$ cat src/rtl/stc_pkg.sv
package stc_pkg;
  typedef enum logic [2:0] {
    ST_TAG  = 3'd0,
    ST_CMP  = 3'd1,
    ST_DATA = 3'd2,
    ST_RAM  = 3'd3,
    ST_FILL = 3'd4
  } lk_state_e;
endpackage

$ cat src/rtl/stc_store.sv
// Shared tag/data memory: half_i=1 selects the tag half.
module stc_store #(
  parameter int IDX_W  = 4,
  parameter int WORD_W = 9
) (
  input  logic              clk_i,
  input  logic              rst_ni,
  input  logic              half_i,
  input  logic [IDX_W-1:0]  idx_i,
  input  logic              we_i,
  input  logic [WORD_W-1:0] wdata_i,
  output logic [WORD_W-1:0] rdata_o
);
  localparam int DEPTH = 2 << IDX_W;

  logic [WORD_W-1:0] mem_q [DEPTH];
  logic [IDX_W:0]    ptr;

  assign ptr = {half_i, idx_i};

  always_ff @(posedge clk_i or negedge rst_ni) begin
    if (!rst_ni) begin
      for (int i = 0; i < DEPTH; i++) mem_q[i] <= '0;
      rdata_o <= '0;
    end else begin
      rdata_o <= mem_q[ptr];  // read-first
      if (we_i) mem_q[ptr] <= wdata_i;
    end
  end
endmodule

$ cat src/rtl/stc_zero_cmp.sv
// Subtract-and-zero-flag address compare.
module stc_zero_cmp #(
  parameter int ADDR_W = 8
) (
  input  logic [ADDR_W-1:0] a_i,
  input  logic [ADDR_W-1:0] b_i,
  output logic              zf_o
);
  logic [ADDR_W-1:0] diff;
  assign diff = a_i - b_i;
  assign zf_o = (diff == '0);
endmodule

$ cat src/rtl/stc_fsm.sv
module stc_fsm
  import stc_pkg::*;
(
  input  logic      clk_i,
  input  logic      rst_ni,
  input  logic      zf_i,
  input  logic      tag_vld_i,
  output lk_state_e state_o,
  output logic      hit_o
);
  lk_state_e state_d;

  always_comb begin
    unique case (state_o)
      ST_TAG:  state_d = ST_CMP;
      ST_CMP:  state_d = (zf_i && tag_vld_i) ? ST_DATA : ST_RAM;
      ST_DATA: state_d = ST_TAG;
      ST_RAM:  state_d = ST_FILL;
      ST_FILL: state_d = ST_TAG;
      default: state_d = ST_TAG;
    endcase
  end

  always_ff @(posedge clk_i or negedge rst_ni) begin
    if (!rst_ni) begin
      state_o <= ST_TAG;
      hit_o   <= 1'b0;
    end else begin
      state_o <= state_d;
      if (state_o == ST_CMP) hit_o <= zf_i && tag_vld_i;
    end
  end
endmodule

$ cat src/rtl/shared_tag_cache.sv
module shared_tag_cache
  import stc_pkg::*;
#(
  parameter int ADDR_W = 8,
  parameter int DATA_W = 8,
  parameter int IDX_W  = 4
) (
  input  logic              clk_i,
  input  logic              rst_ni,
  input  logic [ADDR_W-1:0] addr_i,
  output logic [DATA_W-1:0] rdata_o,
  output logic              hit_o,
  output logic              valid_o,
  output logic [ADDR_W-1:0] ram_addr_o,
  input  logic [DATA_W-1:0] ram_rdata_i
);
  localparam int TAG_W  = ADDR_W + 1;
  localparam int WORD_W = (DATA_W > TAG_W) ? DATA_W : TAG_W;

  lk_state_e         state;
  logic [ADDR_W-1:0] req_q;
  logic [IDX_W-1:0]  idx;
  logic              half;
  logic              mem_we;
  logic [WORD_W-1:0] mem_wdata;
  logic [WORD_W-1:0] mem_rdata;
  logic              zf;
  logic              hit_q;

  always_ff @(posedge clk_i or negedge rst_ni) begin
    if (!rst_ni)              req_q <= '0;
    else if (state == ST_TAG) req_q <= addr_i;
  end

  // Pointer: tag half for tag read and tag fill, data half otherwise.
  assign half   = (state == ST_TAG) || (state == ST_FILL);
  assign idx    = (state == ST_TAG) ? addr_i[IDX_W-1:0] : req_q[IDX_W-1:0];
  assign mem_we = (state == ST_RAM) || (state == ST_FILL);

  always_comb begin
    if (state == ST_FILL) mem_wdata = WORD_W'({1'b1, req_q});
    else                  mem_wdata = WORD_W'(ram_rdata_i);
  end

  stc_store #(.IDX_W(IDX_W), .WORD_W(WORD_W)) u_store (
    .clk_i   (clk_i),
    .rst_ni  (rst_ni),
    .half_i  (half),
    .idx_i   (idx),
    .we_i    (mem_we),
    .wdata_i (mem_wdata),
    .rdata_o (mem_rdata)
  );

  stc_zero_cmp #(.ADDR_W(ADDR_W)) u_cmp (
    .a_i  (req_q),
    .b_i  (mem_rdata[ADDR_W-1:0]),
    .zf_o (zf)
  );

  stc_fsm u_fsm (
    .clk_i     (clk_i),
    .rst_ni    (rst_ni),
    .zf_i      (zf),
    .tag_vld_i (mem_rdata[ADDR_W]),
    .state_o   (state),
    .hit_o     (hit_q)
  );

  assign ram_addr_o = req_q;
  assign valid_o    = (state == ST_DATA) || (state == ST_FILL);
  assign hit_o      = hit_q;
  assign rdata_o    = hit_q ? mem_rdata[DATA_W-1:0] : ram_rdata_i;
endmodule

$ cat config.mk
export PLATFORM = sky130hd
export DESIGN_NAME = shared_tag_cache
export DESIGN_NICKNAME = d
export VERILOG_FILES = /design/src/rtl/stc_pkg.sv /design/src/rtl/stc_store.sv /design/src/rtl/stc_zero_cmp.sv /design/src/rtl/stc_fsm.sv /design/src/rtl/shared_tag_cache.sv
export SDC_FILE = /design/constraint.sdc
export NUM_CORES = 1
export LEC_CHECK = 0
export BUFFER_PORTS_ARGS = -buffer_cell sky130_fd_sc_hd__buf_2
export CORE_MARGIN = 10
export CORE_UTILIZATION = 30
export CTS_CLUSTER_SIZE = 20
export DETAILED_ROUTE_END_ITERATION = 16
export PLACE_DENSITY = 0.44
export SYNTH_ARGS = -nofsm -noshare
export SYNTH_HDL_FRONTEND = slang
export SYNTH_HIERARCHICAL = 1
export SYNTH_SLANG_ARGS = --single-unit
$ cat constraint.sdc
create_clock -name clk_i -period 4.35 [get_ports clk_i]
set_input_delay 0.87 -clock clk_i [delete_from_list [all_inputs] [get_ports clk_i]]
set_output_delay 0.87 -clock clk_i [all_outputs]
set_load 0.01 [all_outputs]
# --- Word level (Yosys, flattened, before mapping) ---
# Cells that the tools add are included.
word_totals:
  ram_bits: 0
  wordCells: 62
  rom_bits: 0
  input_bits: 18
  register_bits: 309
  memories: 0
  latch_bits: 0
classes:
  n_reduce_logical: 7
  addsub: 1
  bitwise_logic: 1
  div_mod_pow: 0
  n_eq_ne: 4
  mul: 0
  n_shift: 0
  order_cmp: 2
  mux: 11
ops:
  columns: ["op", "count"]
  rows:
  - ["$bwmux 288", 1]
  - ["$bmux 9 s5", 1]
  - ["$demux 9 s5", 1]
  - ["$mux 9", 4]
  - ["$pmux 3 s3", 1]
  - ["$logic_not 8->1", 1]
  - ["$mux 8", 1]
  - ["$sub 8x8->8", 1]
  - ["$eq 3x2->1 const B", 2]
  - ["$ge 6x6->1 const B", 1]
  - ["$lt 6x1->1 const B", 1]
  - ["$not 5->6", 1]
  - ["$mux 4", 1]
  - ["$eq 3x1->1 const B", 1]
  - ["$eq 3x3->1 const B", 1]
  - ["$logic_not 3->1", 1]
  - ["$logic_or 1x1->1", 3]
  - ["$logic_and 1x1->1", 2]
  - ["$mux 1", 1]

# --- Logic depth before layout (Yosys ltp) ---
# Gate-level depths: netlist (run 1).
logic_depth:
  word_depth: 8
  mapped_depth: 10
  mapped_depth_nobuf: 9

# --- Hierarchy ---
# Netlist (run 1), hierarchy kept.
modules_own_cells:
  columns: ["module", "seq_area_each_um2", "cells_each", "area_per_inst_um2", "n_inst"]
  rows:
  - ["stc_store", 7432.1, 961, 13520.5, 1]
  - ["shared_tag_cache", 200.2, 45, 581.8, 1]
  - ["stc_zero_cmp", 0.0, 38, 274.0, 1]
  - ["stc_fsm", 100.1, 10, 155.1, 1]

# --- Worst setup path before layout (run 1) ---
# OpenSTA, ideal clock, no wires.
synth_timing:
  path_type: "register -> register"
  from: "reg u_fsm.state_o[1]"
  to: "reg u_store/mem_q[36] (netlist name)"
  required_ns: 4.225
  stages_incl_launch_ff: 9
  path_buffers: 3
  synth_period_minus_slack_ns: 2.663
  slack_ns: 1.687
  arrival_ns: 2.539
  path_cell_list: "dfrtp_1 nor3_2 buf_6 mux2_2 buf_4 buf_6 nand3b_1 nor2_2 mux2_2"
synth_between:
  elab_chain_len: 8
  word_cells_on_any_way: 14
  cone_classes: "order compare: 2; eq/ne: 2; mux: 5; bitwise: 1; reduce/logical: 4"
synth_rtl:
  columns: ["element", "line", "rtl"]
  rows:
  - ["start: declaration", "stc_fsm.sv:8", "output lk_state_e state_o,"]
  - ["start signal: assignment", "stc_fsm.sv:29", "state_o <= state_d;"]
  - ["$logic_not 3->1 *", "shared_tag_cache.sv:37", "assign idx = (state == ST_TAG) ? addr_i[IDX_W-1:0] : req_q[IDX_W-1:0];"]
  - ["$mux 4 *", "shared_tag_cache.sv:37", null]
  - ["net idx[2]", "shared_tag_cache.sv:22", "logic [IDX_W-1:0] idx;"]
  - ["$not 5->6 (not written as such) *", "stc_store.sv:27", "if (we_i) mem_q[ptr] <= wdata_i;"]
  - ["$ge 6x6->1 (not written as such) or $lt 6x1->1 (tied branches)", "stc_store.sv:27", null]
  - ["$logic_and 1x1->1 (not written as such)", "stc_store.sv:27", null]
  - ["$mux 9 (not written as such)", "stc_store.sv:27", null]
  - ["$demux 9 s5 *", "stc_store.sv:27", null]
  - ["$bwmux 288 *", "stc_store.sv:27", null]
  - ["end signal: indexed assignment", "stc_store.sv:27", null]
  - ["end: declaration", "stc_store.sv:16", "logic [WORD_W-1:0] mem_q [DEPTH];"]
# Mark *: on every way through the listed nets, which the timed path passes. The rest lies on a longest branch.
# A chain may end at the register's enable or synchronous reset.

# --- Worst setup path in the final report (run 1) ---
layout_timing:
  from: "reg u_fsm.state_o[1]"
  to: "reg u_store.rdata_o[7]"
layout_between:
  elab_chain_len: 6
  word_cells_on_any_way: 8
  cone_classes: "eq/ne: 1; mux: 4; bitwise: 1; reduce/logical: 2"
layout_rtl:
  columns: ["element", "line", "rtl"]
  rows:
  - ["$logic_not 3->1", "shared_tag_cache.sv:37", null]
  - ["$mux 4", "shared_tag_cache.sv:37", null]
  - ["net idx[0]", "shared_tag_cache.sv:22", null]
  - ["$not 5->6 (not written as such)", "stc_store.sv:26", "rdata_o <= mem_q[ptr];"]
  - ["$bmux 9 s5", "stc_store.sv:26", null]
  - ["$mux 9 (not written as such) (2 in series)", "stc_store.sv:26", null]
  - ["end signal: assignment", "stc_store.sv:26", null]
  - ["end: declaration", "stc_store.sv:12", "output logic [WORD_W-1:0] rdata_o"]
# The timed path passes the listed nets, and every way through them passes these cells. The select of a mux whose other input is x is not followed.

==> impl_metrics.env, run 1 <==
export IMPL_status="completed"
export IMPL_end_kind="flop"
export IMPL_avgViaCountPerCell=5.04
export IMPL_ctsHoldBuffers=0
export IMPL_fin_ws_ps=785
export IMPL_required_ps=4750
export IMPL_synth_edff_count=0
export IMPL_p_leak_nw=7.52
export IMPL_htreeDepth=2
export IMPL_fin_hold_ws_ps=261
export IMPL_drc=0
export IMPL_first_iter_violations=461
export IMPL_clk_latency_ps=540
export IMPL_max_freq_mhz=280
export IMPL_ant_nets=0
export IMPL_final_setup_skew_ps=18.1
export IMPL_post_cts_resized=0
export IMPL_numCtsBuffers=37
export IMPL_grt_total_usage_pct=13.9
export IMPL_cts_tree="done"
export IMPL_syn_area_um2=14500
export IMPL_grt_max_degree=112
export IMPL_synth_seq_cells=309
export IMPL_worstSetupStartpoint="u_fsm/state_o[1]$_DFF_PN0_"
export IMPL_die_area_um2=57600
export IMPL_postLayoutCellArea_um2=16500
export IMPL_ir_drop_mv=0.408
export IMPL_port_buffers=35
export IMPL_grt_ovfl_total=0
export IMPL_wl_per_cell_um=23.1
export IMPL_initial_utilization_pct=30.4
export IMPL_ys_flop_type="dfrtp_1"
export IMPL_grt_pass1_vias=9115
export IMPL_p_total_mw=12.2
export IMPL_endpoint="u_store/rdata_o[7]$_DFF_PN0_"
export IMPL_vias=8620
export IMPL_clkSlewWorstSetupHoldPaths_ps=60
export IMPL_num_rows=80
export IMPL_die_w_um=240
export IMPL_crit_fanout=66
export IMPL_routabilityCongestion=0.745
export IMPL_ys_seq_area_share_pct=53.2
export IMPL_rrSetupSlack_ps=780
export IMPL_place_ws_ps=738
export IMPL_synth_area_per_cell_um2=13.8
export IMPL_yosysWarnings=6
export IMPL_mostFrequentLayoutCell="dfrtp_1"
export IMPL_nets=1097
export IMPL_r2r_cells=8
export IMPL_syn_num_nets=1079
export IMPL_dpl_cell_area_um2=15300
export IMPL_synth_async_sr_flop_share_pct=100
export IMPL_hold_viol_final=0
export IMPL_grt_pass1_wl_um=60300
export IMPL_rsz0062_at_grt="no"
export IMPL_slew_violations=0
export IMPL_dp_cells=1648
export IMPL_stdcell_count=1711
export IMPL_cts_sinks=309
export IMPL_arrival_ps=3960
export IMPL_synth_cell_types=50
export IMPL_die_h_um=240
export IMPL_finalSetupTns_ps=0
export IMPL_p_per_area_nw_per_um2=741
export IMPL_critical_path_class="flop to flop"
export IMPL_drive_gt1_share_pct=40.8
export IMPL_layout_common_cells="dfrtp_1, mux2_2, mux2i_1"
export IMPL_post_route_util_pct=34.4
export IMPL_rr_endpoint="u_store/rdata_o[7]$_DFF_PN0_"
export IMPL_cp_start_kind="flop"
export IMPL_syn_inst=1054
export IMPL_antenna_found_initial=1
export IMPL_hold_path_class="primary input to async pin"
export IMPL_post_route_period_util_pct=82.0
export IMPL_clockRootBuffer="clkbuf_16"
export IMPL_wirelength_um=39600
export IMPL_post_cts_buffers=0
export IMPL_relSlewSlack_pct=37.3
export IMPL_dp_hpwl_um=25700
export IMPL_r2r_start="u_fsm/state_o[1]$_DFF_PN0_"
export IMPL_synthToLayoutAreaGrowth_pct=13.4
export IMPL_maxCapViolations=0
export IMPL_first_pass_iters=4
export IMPL_fin_crit_ps=3570
export IMPL_core_region_area_um2=47800
export IMPL_setup_viol_count_final=0
export IMPL_worst_pin_slew_ps=941
export IMPL_cts_buffer_depth=3
export IMPL_io_pins=36
-- registers in the layout (all words and copies together) (netlist names) --
register / flops
u_store/mem_q: 288
u_store/rdata_o: 9
ram_addr_o: 8
u_fsm/state_o: 3
u_fsm/hit_o: 1
-- layout make-up --
type / instances / area [um2]
fill: 4672 / 31400
clock buffer: 55 / 1090
tap: 615 / 769
inverter: 8 / 30.0
antenna: 1 / 2.50
multi-input combinational: 666 / 6460
timing repair buffer: 50 / 348
clock inverter: 7 / 37.5
sequential: 309 / 7730
-- cell usage after synthesis (2+ instances only) --
cell       number  share of area [%]
dfrtp_1       309                 53
mux2_2        306                 24
mux2i_1       145                 10
o22ai_1        72                3.1
clkbuf_1       39                1.0
nand2_1        27               0.70
buf_2          23               0.79
nor4_1         18               0.77
mux2_1          9               0.70
nor2_1          9               0.23
nor2_2          9               0.39
inv_1           8               0.21
ha_1            7               0.60
buf_1           4               0.10
nand3_1         4               0.14
nand3_2         4               0.28
nand4b_1        4               0.24
nand4bb_1       4               0.31
nor3_2          4               0.28
nor3b_2         4               0.34
buf_6           3               0.23
nand3b_1        3               0.15
nor2_4          3               0.23
or4b_2          3               0.21
xnor2_1         3               0.18
a311oi_1        2               0.12
buf_4           2               0.10
nor3_4          2               0.22
o21ai_0         2              0.069
or4bb_1         2               0.15
-- worst max-delay path: stages, from the launching register on --
cell     delay [ps]
dfrtp_1         500
nor3_2          210
buf_4           220
mux2_8          600
buf_4           480
mux2i_1         280
o22ai_1         190
nor4_1          670
nand2_1         110
-- cells by family (layout without fill, tap and decap cells) --
group	count (synthesis)	in the layout	synth area share, %
multiplexers	460	460	34.4
flip-flops	309	309	53.2
AND/OR/NAND/NOR	116	116	5.61
AO/OA/AOI/OAI	80	80	3.56
buffers and inverters	79	120	2.45
adder cells (fa/ha/maj)	7	7	0.603
XOR/XNOR	3	3	0.181
other	0	1	0
-- report_power, final --
group,leakage [nW],internal (mW),switching (mW)
registers,4.02,4.03,0.611
logic,2.94,2.13,2.51
clock network,0.561,1.73,1.20
total,7.52,7.89,4.32
-- worst min-delay path by stage --
stage	from	to	cells after the start
CTS	rst_ni	u_store/mem_q[126]$_DFFE_PN0P_	1
detailed placement	u_store/mem_q[105]$_DFFE_PN0P_	u_store/mem_q[105]$_DFFE_PN0P_	1
global route	rst_ni	u_store/mem_q[126]$_DFFE_PN0P_	1
global placement	u_store/mem_q[103]$_DFFE_PN0P_	u_store/mem_q[103]$_DFFE_PN0P_	1
finish	rst_ni	u_store/mem_q[126]$_DFFE_PN0P_	1
floorplan	u_store/rdata_o[8]$_DFF_PN0_	u_fsm/state_o[0]$_DFF_PN0_	1
-- per-layer routing --
layer | share of wire (%) | global-route usage, % | up-vias
met5 | 0 | 0 | -
met4 | 2.1 | 3.68 | 0
met3 | 4.7 | 3.02 | 47
met2 | 45 | 21.8 | 140
met1 | 48 | 19.0 | 4482
li1 | - | - | 3951
Note: power is estimated with default switching activity, not from simulation.
==> inputs of run 2 (changes only) <==
PLACE_DENSITY = 0.46   (was 0.44)
clock period = 3.2 ns   (was 4.35 ns; I/O delays follow)
==> run 2 against run 1 <==
Compared with the run above:
- via count increased by 2.0%
- hold slack got worse by 210 ps
- cell area is 1.8% higher
- worst setup slack got worse by 650 ps
- cell count grew 1.2%
- sequential power increased by 36%
- routed wire length up 4.2%
- non-clock buffer count up 17
- global-route usage increased by 0.46 points
- sequential share of layout area down 0.84 points
- clock skew grew 1.0 ps
- fmax rose by 16%
- largest cell class unchanged
==> impl_metrics.env, run 2 (synthesis results as in run 1) <==
export IMPL_use_met3_pct=2.18
export IMPL_wl_per_cell_um=23.8
export IMPL_worst_pin_slew_ps=1000
export IMPL_critPathMaxStageDelay_ps=620
export IMPL_routabilityCongestion=0.804
export IMPL_path_cells="nor3_2 -> buf_4 -> mux2_2 -> buf_4 -> nand4b_1 -> o22ai_1 -> nor4_1 -> nand2_1"
export IMPL_crit_fanout=28
export IMPL_largest_register="u_store/mem_q"
export IMPL_max_freq_mhz=326
export IMPL_avgViaCountPerCell=5.08
export IMPL_post_route_period_util_pct=95.7
export IMPL_clk_latency_ps=550
export IMPL_cp_start_kind="flop"
export IMPL_fin_crit_ps=3060
export IMPL_nets=1115
export IMPL_hold_path_class="primary input to async pin"
export IMPL_crit_path_frequent_cell="buf_4"
export IMPL_synthToLayoutAreaGrowth_pct=15.5
export IMPL_cp_num_buf_inv=2
export IMPL_top_usage_layer="met2"
export IMPL_htreeDepth=2
export IMPL_status="completed"
export IMPL_first_pass_iters=5
export IMPL_post_cts_buffers=0
export IMPL_p_per_area_nw_per_um2=1030
export IMPL_die_w_um=240
export IMPL_maxCapViolations=0
export IMPL_grt_pass1_wl_um=61700
export IMPL_rsz0062_at_grt="no"
export IMPL_ant_nets=0
export IMPL_largest_reg_flops=288
export IMPL_grt_total_usage_pct=14.3
export IMPL_worst_path_max_delay_cell="nor4_1"
export IMPL_drive_gt1_share_pct=42.1
export IMPL_slew_violations=0
export IMPL_end_kind="flop"
export IMPL_vias=8789
export IMPL_hold_viol_final=0
export IMPL_clockRootBuffer="clkbuf_16"
export IMPL_grt_util_met1_pct=20.5
export IMPL_numCtsBuffers=38
export IMPL_antenna_found_initial=0
export IMPL_num_rows=80
export IMPL_first_iter_violations=484
export IMPL_layout_common_cells="dfrtp_1, mux2_2, mux2i_1"
export IMPL_required_ps=3610
export IMPL_grtUsageMet2_pct=21.7
export IMPL_cts_sinks=309
export IMPL_arrival_ps=3470
export IMPL_die_area_um2=57600
export IMPL_path_delay_family="simple AND/OR/NAND/NOR gates"
export IMPL_setup_viol_count_final=0
export IMPL_critical_path_class="flop to flop"
export IMPL_mostFrequentLayoutCell="dfrtp_1"
export IMPL_die_h_um=240
export IMPL_core_region_area_um2=47800
export IMPL_initial_utilization_pct=30.4
export IMPL_relSlewSlack_pct=33.3
export IMPL_dp_hpwl_um=26700
export IMPL_cts_tree="done"
export IMPL_port_buffers=35
export IMPL_drc=0
export IMPL_wirelength_um=41200
export IMPL_grt_max_degree=73
export IMPL_cts_buffer_depth=3
export IMPL_finalSetupTns_ps=0
export IMPL_post_route_util_pct=35.1
export IMPL_grt_ovfl_total=0
export IMPL_p_leak_nw=7.69
export IMPL_ir_drop_mv=0.614
export IMPL_grt_pass1_vias=9171
export IMPL_clkSlewWorstSetupHoldPaths_ps=60
export IMPL_final_setup_skew_ps=19.2
export IMPL_io_pins=36
## run 2: cell type report
| type | count | area, um2 |
|---|---|---|
| Tap cell | 615 | 769 |
| Antenna cell | 3 | 7.51 |
| Fill cell | 4663 | 31100 |
| Timing Repair Buffer | 67 | 463 |
| Clock buffer | 54 | 1150 |
| Multi-Input combinational cell | 666 | 6470 |
| Inverter | 8 | 30.0 |
| Sequential cell | 309 | 7730 |
| Clock inverter | 9 | 149 |
## run 2: where the power goes
part | internal, mW | leakage [nW] | switching (mW)
sequential | 5.48 | 4.02 | 0.812
combinational | 2.93 | 3.03 | 3.55
clock | 2.82 | 0.645 | 1.67
total | 11.2 | 7.69 | 6.03
## run 2: final timing paths
check | from | endpoint | slack, ps | depth (start not counted)
worst max-delay path | u_fsm/state_o[1]$_DFF_PN0_ | u_store/rdata_o[7]$_DFF_PN0_ | 140 | 8
max in group asynchronous | rst_ni | u_store/mem_q[267]$_DFFE_PN0P_ | 2280 | 2
worst max register to register | u_fsm/state_o[1]$_DFF_PN0_ | u_store/rdata_o[7]$_DFF_PN0_ | 140 | 8
worst min-delay path | rst_ni | u_store/mem_q[129]$_DFFE_PN0P_ | 50 | 1
worst min register to register | u_store/mem_q[104]$_DFFE_PN0P_ | u_store/mem_q[104]$_DFFE_PN0P_ | 490 | 1
min in group clk_i | addr_i[4] | ram_addr_o[4]$_DFFE_PN0N_ | 330 | 2
## run 2: stage by stage
| stage | total power, mW | setup slack (ps) | hold slack, ps | area [um2] | cells |
|---|---|---|---|---|---|
| 5_1_grt | 18.2 | 58.3 | 88.0 | 16800 | 1728 |
| 6_report | 17.3 | 136 | 54.1 | 16800 | 1731 |
| 3_5_place_dp | 12.9 | 144 | 476 | 15500 | 1665 |
| 2_1_floorplan | 10.9 | 537 | 344 | 14500 | 1054 |
| 4_1_cts | 17.4 | 119 | 61.7 | 16800 | 1728 |
| 3_3_place_gp | 12.8 | 143 | 468 | 15500 | 1665 |
## run 2: what timing repair did
action	4_1_cts	5_1_grt
gates resized for setup	0	1
hold buffers	0	0
endpoints found under the setup margin	0	1
## run 2: per-layer routing
metal	up-vias	wire length, um
met2	155	18400
met3	47	1450
met5	-	0
met4	0	795
li1	3966	-
met1	4621	20600
